$ cat src/rtl/vwg_pkg.sv
package vwg_pkg;

  typedef struct packed {
    logic hRise;
    logic vRise;
  } syncStrobes_t;

  typedef enum logic [1:0] {
    SEL_H_FIRST = 2'd0,
    SEL_H_END   = 2'd1,
    SEL_V_FIRST = 2'd2,
    SEL_V_END   = 2'd3
  } regSel_e;

endpackage

$ cat src/rtl/vwg_ctrl.sv
module vwg_ctrl
  import vwg_pkg::*;
#(
  parameter int DATA_W = 11
) (
  input  logic              clk,
  input  logic              rstN,
  input  logic              hRef,
  input  logic              vRef,
  input  logic              regWrEn,
  input  logic [1:0]        regAddr,
  input  logic [DATA_W-1:0] regWrData,
  output syncStrobes_t      strobes,
  output logic [DATA_W-1:0] hFirst,
  output logic [DATA_W-1:0] hEnd,
  output logic [DATA_W-1:0] vFirst,
  output logic [DATA_W-1:0] vEnd
);

  logic hRefQ, vRefQ;
  logic [DATA_W-1:0] stHFirst, stHEnd, stVFirst, stVEnd;

  always_ff @(posedge clk) begin
    if (!rstN) begin
      hRefQ <= 1'b0;
      vRefQ <= 1'b0;
    end else begin
      hRefQ <= hRef;
      vRefQ <= vRef;
    end
  end

  always_comb begin
    strobes.hRise = hRef & ~hRefQ;
    strobes.vRise = vRef & ~vRefQ;
  end

  // staging registers, written by the host port
  always_ff @(posedge clk) begin
    if (!rstN) begin
      stHFirst <= '0;
      stHEnd   <= '0;
      stVFirst <= '0;
      stVEnd   <= '0;
    end else if (regWrEn) begin
      case (regSel_e'(regAddr))
        SEL_H_FIRST: stHFirst <= regWrData;
        SEL_H_END:   stHEnd   <= regWrData;
        SEL_V_FIRST: stVFirst <= regWrData;
        SEL_V_END:   stVEnd   <= regWrData;
        default:     ;
      endcase
    end
  end

  // working set, refreshed only at a field boundary
  always_ff @(posedge clk) begin
    if (!rstN) begin
      hFirst <= '0;
      hEnd   <= '0;
      vFirst <= '0;
      vEnd   <= '0;
    end else if (strobes.vRise) begin
      hFirst <= stHFirst;
      hEnd   <= stHEnd;
      vFirst <= stVFirst;
      vEnd   <= stVEnd;
    end
  end

  assert_hold_R9: assert property (@(posedge clk) disable iff (!rstN)
    !strobes.vRise |=> $stable(hFirst) && $stable(hEnd) && $stable(vFirst) && $stable(vEnd));

  assert_load_R9: assert property (@(posedge clk) disable iff (!rstN)
    strobes.vRise |=> (hEnd == $past(stHEnd)) && (vEnd == $past(stVEnd)));

  assert_edge_once_R10: assert property (@(posedge clk) disable iff (!rstN)
    strobes.hRise |=> !strobes.hRise);

endmodule

$ cat src/rtl/vwg_datapath.sv
module vwg_datapath
  import vwg_pkg::*;
#(
  parameter int PIX_W  = 11,
  parameter int LINE_W = 10,
  parameter int DATA_W = 11
) (
  input  logic              clk,
  input  logic              rstN,
  input  syncStrobes_t      strobes,
  input  logic [DATA_W-1:0] hFirst,
  input  logic [DATA_W-1:0] hEnd,
  input  logic [DATA_W-1:0] vFirst,
  input  logic [DATA_W-1:0] vEnd,
  output logic              winEn
);

  localparam logic [PIX_W-1:0]  PIX_MAX  = {PIX_W{1'b1}};
  localparam logic [LINE_W-1:0] LINE_MAX = {LINE_W{1'b1}};

  logic [PIX_W-1:0]  pixCnt;
  logic [LINE_W-1:0] lineCnt;
  logic [DATA_W-1:0] pixExt, lineExt;
  logic hPart, vPart;

  always_ff @(posedge clk) begin
    if (!rstN) begin
      pixCnt <= '0;
    end else if (strobes.hRise) begin
      pixCnt <= '0;
    end else if (pixCnt != PIX_MAX) begin
      pixCnt <= pixCnt + 1'b1;
    end
  end

  always_ff @(posedge clk) begin
    if (!rstN) begin
      lineCnt <= '0;
    end else if (strobes.vRise) begin
      lineCnt <= '0;
    end else if (strobes.hRise && lineCnt != LINE_MAX) begin
      lineCnt <= lineCnt + 1'b1;
    end
  end

  always_comb begin
    pixExt  = DATA_W'(pixCnt);
    lineExt = DATA_W'(lineCnt);
    hPart   = (pixExt >= hFirst) && (pixExt < hEnd);
    vPart   = (lineExt >= vFirst) && (lineExt < vEnd);
  end

  always_ff @(posedge clk) begin
    if (!rstN) winEn <= 1'b0;
    else       winEn <= hPart & vPart;
  end

  assert_pix_clear_R2: assert property (@(posedge clk) disable iff (!rstN)
    strobes.hRise |=> pixCnt == '0);

  assert_pix_step_R2: assert property (@(posedge clk) disable iff (!rstN)
    (!strobes.hRise && pixCnt != PIX_MAX) |=> pixCnt == $past(pixCnt) + 1'b1);

  assert_line_clear_R3: assert property (@(posedge clk) disable iff (!rstN)
    strobes.vRise |=> lineCnt == '0);

  assert_empty_axis_R7: assert property (@(posedge clk) disable iff (!rstN)
    ((hEnd <= hFirst) || (vEnd <= vFirst)) |=> !winEn);

  assert_outside_R6: assert property (@(posedge clk) disable iff (!rstN)
    (pixExt < hFirst) |=> !winEn);

endmodule

$ cat src/rtl/video_window_gen.sv
module video_window_gen
  import vwg_pkg::*;
#(
  parameter int PIX_W  = 11,
  parameter int LINE_W = 10,
  parameter int DATA_W = (PIX_W > LINE_W) ? PIX_W : LINE_W
) (
  input  logic              clk,
  input  logic              rstN,
  input  logic              hRef,
  input  logic              vRef,
  input  logic              regWrEn,
  input  logic [1:0]        regAddr,
  input  logic [DATA_W-1:0] regWrData,
  output logic              winEn
);

  syncStrobes_t strobes;
  logic [DATA_W-1:0] hFirst, hEnd, vFirst, vEnd;

  vwg_ctrl #(.DATA_W(DATA_W)) u_ctrl (
    .clk(clk), .rstN(rstN), .hRef(hRef), .vRef(vRef),
    .regWrEn(regWrEn), .regAddr(regAddr), .regWrData(regWrData),
    .strobes(strobes), .hFirst(hFirst), .hEnd(hEnd),
    .vFirst(vFirst), .vEnd(vEnd)
  );

  vwg_datapath #(.PIX_W(PIX_W), .LINE_W(LINE_W), .DATA_W(DATA_W)) u_dp (
    .clk(clk), .rstN(rstN), .strobes(strobes),
    .hFirst(hFirst), .hEnd(hEnd), .vFirst(vFirst), .vEnd(vEnd),
    .winEn(winEn)
  );

  assert_reset_out_R1: assert property (@(posedge clk)
    !rstN |=> !winEn);

endmodule

$ cat config.mk
export PLATFORM = sky130hd
export DESIGN_NAME = video_window_gen
export DESIGN_NICKNAME = d
export VERILOG_FILES = /design/src/rtl/vwg_pkg.sv /design/src/rtl/vwg_ctrl.sv /design/src/rtl/vwg_datapath.sv /design/src/rtl/video_window_gen.sv
export SDC_FILE = /design/constraint.sdc
export NUM_CORES = 1
export LEC_CHECK = 0
export ABC_AREA = 1
export BUFFER_PORTS_ARGS = -buffer_cell sky130_fd_sc_hd__buf_2
export CAP_MARGIN = 5
export CORE_ASPECT_RATIO = 1.25
export CORE_MARGIN = 4
export CORE_UTILIZATION = 50
export CTS_CLUSTER_DIAMETER = 80
export DETAILED_ROUTE_END_ITERATION = 6
export PLACE_DENSITY = 0.72
export SLEW_MARGIN = 20
export SYNTH_ARGS = -nofsm -noshare
export SYNTH_HDL_FRONTEND = slang
export SYNTH_SLANG_ARGS = --single-unit
$ cat constraint.sdc
create_clock -name clk -period 2.4 [get_ports clk]
set_input_delay 0.48 -clock clk [delete_from_list [all_inputs] [get_ports clk]]
set_output_delay 0.48 -clock clk [all_outputs]
set_load 0.02 [all_outputs]
==> impl_metrics.env, run 1 <==
export IMPL_run_status="completed"
export IMPL_gp_congestion=0.832
export IMPL_clkSinkCount=112
export IMPL_reg2regPathDepth=12
export IMPL_tightest_slew_ns=0.697
export IMPL_rows=41
export IMPL_maxCapViolCount=0
export IMPL_placed_cell_area_um2=5460
export IMPL_ys_flop_type="dfxtp_1"
export IMPL_final_area_um2=5770
export IMPL_fin_crit_sh_pct=65.4
export IMPL_hold_start="hRef"
export IMPL_maxSlewHeadroom_pct=53.4
export IMPL_whs_path_depth=3
export IMPL_p_per_area_nw_per_um2=684
export IMPL_cts_buffers=9
export IMPL_cts_tree="built"
export IMPL_cts_htree_levels=3
export IMPL_post_cts_buffers=0
export IMPL_cts_hold_buf=0
export IMPL_cts_resized=0
export IMPL_reg2reg_from="u_dp.pixCnt[0]"
export IMPL_ir_drop_mv=0.499
export IMPL_cts_max_path_buffers=2
export IMPL_min_period_ns=1.57
export IMPL_synthArstFlopShare_pct=0
export IMPL_setup_viol=0
export IMPL_yosysTopAreaCell="dfxtp_1"
export IMPL_viasPerCell=5.18
export IMPL_antenna_found_initial=0
export IMPL_clk_pin_slew_ns=0.07
export IMPL_layout_commonest_cell="dfxtp_1"
export IMPL_yosys_cell_types_count=30
export IMPL_layout_drive_gt1_share_pct=8.64
export IMPL_wl_per_cell_um=13.6
export IMPL_hold_end="u_ctrl.hRefQ"
export IMPL_grt_max_degree=47
export IMPL_report_final_slew_viol_count=0
export IMPL_power_leakage_nw=2.51
export IMPL_grt_pass1_vias=4170
export IMPL_initialDrtViolationCount=104
export IMPL_yosysSeqAreaShare_pct=42.6
export IMPL_synth_area_um2=5270
export IMPL_cp_start_kind="flop"
export IMPL_arrival_ns=1.84
export IMPL_initial_utilization_pct=51.6
export IMPL_dieArea_um2=12200
export IMPL_diodes=0
export IMPL_end_kind="flop"
export IMPL_syn2layout_area_growth_pct=9.65
export IMPL_hold_path_class="in2reg"
export IMPL_wirelength_mm=11.6
export IMPL_hold_slack_ns=0.340
export IMPL_yosysWarnings=0
export IMPL_dp_hpwl_mm=8.58
export IMPL_finalHoldViolations=0
export IMPL_ys_ff_latch=112
export IMPL_criticalPathCategory="reg2reg"
export IMPL_critPathMaxFanout=5
export IMPL_final_nets=773
export IMPL_synth_area_leaders="dfxtp_1, ha_1, o21ai_0"
export IMPL_grt_usage_pct=20.1
export IMPL_synth_fp_nets=765
export IMPL_io_pins=19
export IMPL_firstDrtPassIters=5
export IMPL_synth_edf_count=0
export IMPL_reg2reg_to="u_dp.winEn"
export IMPL_coreArea_um2=10200
export IMPL_ant_nets=0
export IMPL_clock_latency_ns=0.34
export IMPL_rsz0062_at_grt="false"
export IMPL_synth_avg_cell_area_um2=7.47
export IMPL_synth_top_area_share_pct=42.6
export IMPL_portBuffers=18
export IMPL_cp_data_required_time_ns=2.67
export IMPL_clock_tree_root_cell="clkbuf_16"
export IMPL_fp_dieW_um=99.8
export IMPL_mostFrequentLayoutCells="dfxtp_1, nand2_1, nor2_1, o21ai_0, inv_1"
export IMPL_drc_errors=0
export IMPL_setup_tns_ns=0
export IMPL_vias=4384
export IMPL_grt_pass1_wl_mm=19.5
export IMPL_worst_clock_skew_ns=0.00689
export IMPL_grt_overflow=0
export IMPL_utilization_pct=56.6
export IMPL_p_total_mw=3.95
export IMPL_timing_fmax_mhz=637
export IMPL_reg2reg_setup_slack_ns=0.83
export IMPL_synthCells=705
export IMPL_die_h_um=123
==> where the power goes <==
| group | switching [mW] | internal (mW) | total, mW |
|---|---|---|---|
| Clock | 0.699 | 0.856 | 1.55 |
| Sequential | 0.0443 | 1.95 | 2.00 |
| Combinational | 0.259 | 0.135 | 0.395 |
| Total | 1.00 | 2.94 | 3.95 |
==> synth_stat cells (all sizes together), types with 3 or more instances <==
cell type	n
nor3	3
ha	42
a31oi	3
nor2	106
o21ai	93
a21oi	79
nand4	3
nand3	20
dfxtp	112
clkbuf	24
inv	93
nand2	107
xor2	4
buf	3
or2	5
nand3b	4
==> per-stage QoR <==
stage / setup WS, ns / instances
after floorplan: 0.991 / 705
after global placement: 0.812 / 831
after detailed placement: 0.725 / 831
after CTS: 0.776 / 847
after global routing: 0.597 / 847
final: 0.829 / 847
==> final cells by class <==
| class | count | area (um^2) |
|---|---|---|
| Multi-Input combinational cell | 473 | 2560 |
| Fill cell | 955 | 4440 |
| Clock inverter | 6 | 72.6 |
| Sequential cell | 112 | 2240 |
| Clock buffer | 10 | 239 |
| Tap cell | 129 | 161 |
| Inverter | 93 | 352 |
| Timing Repair Buffer | 24 | 148 |
==> worst max-delay path, stage by stage, from the launching register on <==
cell and delay (ns):
dfxtp_1 0.42, inv_1 0.12, ha_1 0.29, inv_1 0.05, nand2_1 0.06, nand2_1 0.05
nand2_1 0.05, nand2_1 0.04, nand2_1 0.06, nand2_1 0.05, nand2_1 0.07, nand3_1 0.09
nor2_1 0.14
==> flip-flops by register name (all words and copies together), names as in the netlist <==
signal	flops
u_ctrl.hEnd	11
u_ctrl.hFirst	11
u_ctrl.stHEnd	11
u_ctrl.stHFirst	11
u_ctrl.stVEnd	11
u_ctrl.stVFirst	11
u_ctrl.vEnd	11
u_ctrl.vFirst	11
u_dp.pixCnt	11
u_dp.lineCnt	10
u_ctrl.hRefQ	1
u_ctrl.vRefQ	1
u_dp.winEn	1
==> worst max path at each step <==
| stage | from | end | depth (start not counted) |
|---|---|---|---|
| after floorplan | u_dp.lineCnt[0] | u_dp.lineCnt[6] | 9 |
| after global placement | regWrEn | u_ctrl.stVEnd[8] | 4 |
| after detailed placement | regAddr[0] | u_ctrl.stVEnd[9] | 4 |
| after CTS | u_dp.pixCnt[0] | u_dp.winEn | 12 |
| after global routing | u_dp.pixCnt[0] | u_dp.winEn | 12 |
| final | u_dp.pixCnt[0] | u_dp.winEn | 12 |
==> per-layer routing <==
layer	vias to the layer above	wire, um	global-route usage [%]
met5	-	0	0
met4	0	376	10.2
met3	28	190	2.05
met2	44	5870	35.6
met1	2021	5120	24.1
li1	2291	-	-
==> cell families (layout without fill, tap and decap cells) <==
group	count (synthesis)	count (layout)	synth area share, %
AOI/OAI and AO/OA	175	175	16.8
xor gates and xnor gates	6	6	0.998
adders and majority gates	42	42	9.98
buffers and inverters	120	133	8.82
DFF	112	112	42.6
and+or+nand+nor	250	250	20.8
No activity file was read; power rests on OpenSTA's default activity.
==> inputs of run 2 (changes only) <==
==> constraint.sdc (replaced) <==
create_clock -name clk -period 1.5 [get_ports clk]
set_input_delay 0.3 -clock clk [delete_from_list [all_inputs] [get_ports clk]]
set_output_delay 0.3 -clock clk [all_outputs]
set_load 0.02 [all_outputs]
==> impl_metrics.env, run 2 (synthesis gave the netlist of run 1 again) <==
export IMPL_grt_usage_pct=20.1
export IMPL_crit_top_cell="nand2_1"
export IMPL_whs_path_depth=3
export IMPL_reg2reg_from="u_dp.pixCnt[7]"
export IMPL_rows=41
export IMPL_setup_viol=0
export IMPL_clock_tree_root_cell="clkbuf_16"
export IMPL_cts_tree="built"
export IMPL_wirelength_mm=11.5
export IMPL_portBuffers=18
export IMPL_fin_crit_sh_pct=93.6
export IMPL_met1_usage_pct=23.6
export IMPL_critPathMaxFanout=5
export IMPL_io_pins=19
export IMPL_grt_pass1_vias=4214
export IMPL_viasPerCell=5.14
export IMPL_crit_path_top_delay_cell="dfxtp_1"
export IMPL_clock_latency_ns=0.34
export IMPL_cts_buffers=9
export IMPL_coreArea_um2=10200
export IMPL_cts_max_path_buffers=2
export IMPL_worstPathCellList="ha_1 > nand2_1 > nor2_2 > nor3b_2 > nand2_1 > nand2_1 > nand3_1 > nor2_1"
export IMPL_dp_hpwl_mm=8.51
export IMPL_report_final_slew_viol_count=0
export IMPL_cts_hold_buf=0
export IMPL_maxCapViolCount=0
export IMPL_initialDrtViolationCount=141
export IMPL_grt_pass1_wl_mm=19.4
export IMPL_mostFrequentLayoutCells="nand2_1, dfxtp_1, nor2_1, o21ai_0, inv_1"
export IMPL_rsz0062_at_grt="true"
export IMPL_syn2layout_area_growth_pct=12.0
export IMPL_hold_end="u_ctrl.hRefQ"
export IMPL_cp_start_kind="flop"
export IMPL_diodes=0
export IMPL_fp_dieW_um=99.8
export IMPL_setup_worst_path_start="u_dp.pixCnt[7]"
export IMPL_min_period_ns=1.40
export IMPL_wl_per_cell_um=13.4
export IMPL_cp_data_required_time_ns=1.79
export IMPL_met2_usage_pct=35.4
export IMPL_instances_no_fill=859
export IMPL_end_kind="flop"
export IMPL_clk_pin_slew_ns=0.07
export IMPL_reg2reg_setup_slack_ns=0.1
export IMPL_maxSlewHeadroom_pct=76.0
export IMPL_hold_slack_ns=0.154
export IMPL_layout_drive_gt1_share_pct=12.5
export IMPL_worst_clock_skew_ns=0.00525
export IMPL_layout_commonest_cell="nand2_1"
export IMPL_arrival_ns=1.69
export IMPL_dp_cells=842
export IMPL_ant_nets=0
export IMPL_antenna_found_initial=0
export IMPL_max_stage_delay_ns=0.38
export IMPL_reg2regPathDepth=8
export IMPL_ir_drop_mv=0.735
export IMPL_met3_usage_pct=3.70
export IMPL_p_per_area_nw_per_um2=1040
export IMPL_firstDrtPassIters=5
export IMPL_grt_max_degree=90
export IMPL_cts_htree_levels=3
export IMPL_criticalPathCategory="reg2reg"
export IMPL_hold_start="hRef"
export IMPL_place_ws_ns=0.0561
export IMPL_setup_tns_ns=0
export IMPL_vias=4418
export IMPL_hold_path_class="in2reg"
export IMPL_grt_busiest_layer="met2"
export IMPL_dieArea_um2=12200
export IMPL_timing_fmax_mhz=713
export IMPL_power_leakage_nw=2.57
export IMPL_grt_overflow=0
export IMPL_tightest_slew_ns=0.359
export IMPL_finalHoldViolations=0
export IMPL_clkSinkCount=112
export IMPL_run_status="completed"
export IMPL_fin_ws_ns=0.0965
export IMPL_gp_congestion=0.838
export IMPL_final_nets=786
export IMPL_p_total_mw=6.14
export IMPL_drc_errors=0
export IMPL_reg2reg_to="u_dp.winEn"
export IMPL_die_h_um=123
export IMPL_initial_utilization_pct=51.6
[run 2: changes by cell type in the layout (fill, tap and decap cells not counted), moves of 2 or more]
cell,previous run,this run
buf_4,5,17
dfxtp_1,112,102
dfxtp_2,0,10
ha_1,42,40
nor3b_1,2,0
nor3b_2,0,2
[run 2: cell type report]
cell class	instances	area, um^2
multi-input combinational	473	2590
tap	129	161
timing repair buffer	37	258
clock inverter	5	38.8
sequential	112	2250
inverter	93	352
fill	951	4310
clock buffer	10	239
[run 2: report_power, final]
part           leakage (nW)  switching (mW)  internal, mW
Clock                 0.141            1.09          1.18
Combinational          1.51           0.424         0.244
Sequential            0.923          0.0666          3.12
[run 2: worst max-delay path by stage]
stage                 endpoint  slack [ns]  depth (start not counted)
2_1_floorplan  u_dp.lineCnt[6]        0.09                          9
3_3_place_gp        u_dp.winEn        0.08                          8
3_5_place_dp        u_dp.winEn        0.06                          8
4_1_cts        u_dp.lineCnt[6]        0.04                          9
5_1_grt             u_dp.winEn       -0.05                          9
6_report            u_dp.winEn         0.1                          8
[run 2: per-layer routing]
| layer | vias up | share of wire (%) | wire, um |
|---|---|---|---|
| met5 | - | 0 | 0 |
| met4 | 0 | 2.8 | 322 |
| met3 | 25 | 2.3 | 266 |
| met2 | 72 | 52 | 6060 |
| met1 | 2005 | 42 | 4890 |
| li1 | 2316 | - | - |
[run 2: per-stage QoR]
stage	instance area, um^2	utilization (%)
CTS	5830	57.2
global route	5900	57.8
finish	5900	57.8
floorplan	5270	-
global placement	5560	54.4
detailed placement	5560	54.4
[run 2: worst max-delay path, delay by kind of cell, from the launching register on]
family / cells / cell delay (ns)
flops: 1 / 0.38
simple gates: 7 / 0.65
fa+ha+maj: 1 / 0.31
[run 2: what timing repair did]
action | 4_1_cts | 5_1_grt
resized for setup | 0 | 17
setup endpoints to repair | 0 | 21
setup buffers | 0 | 2
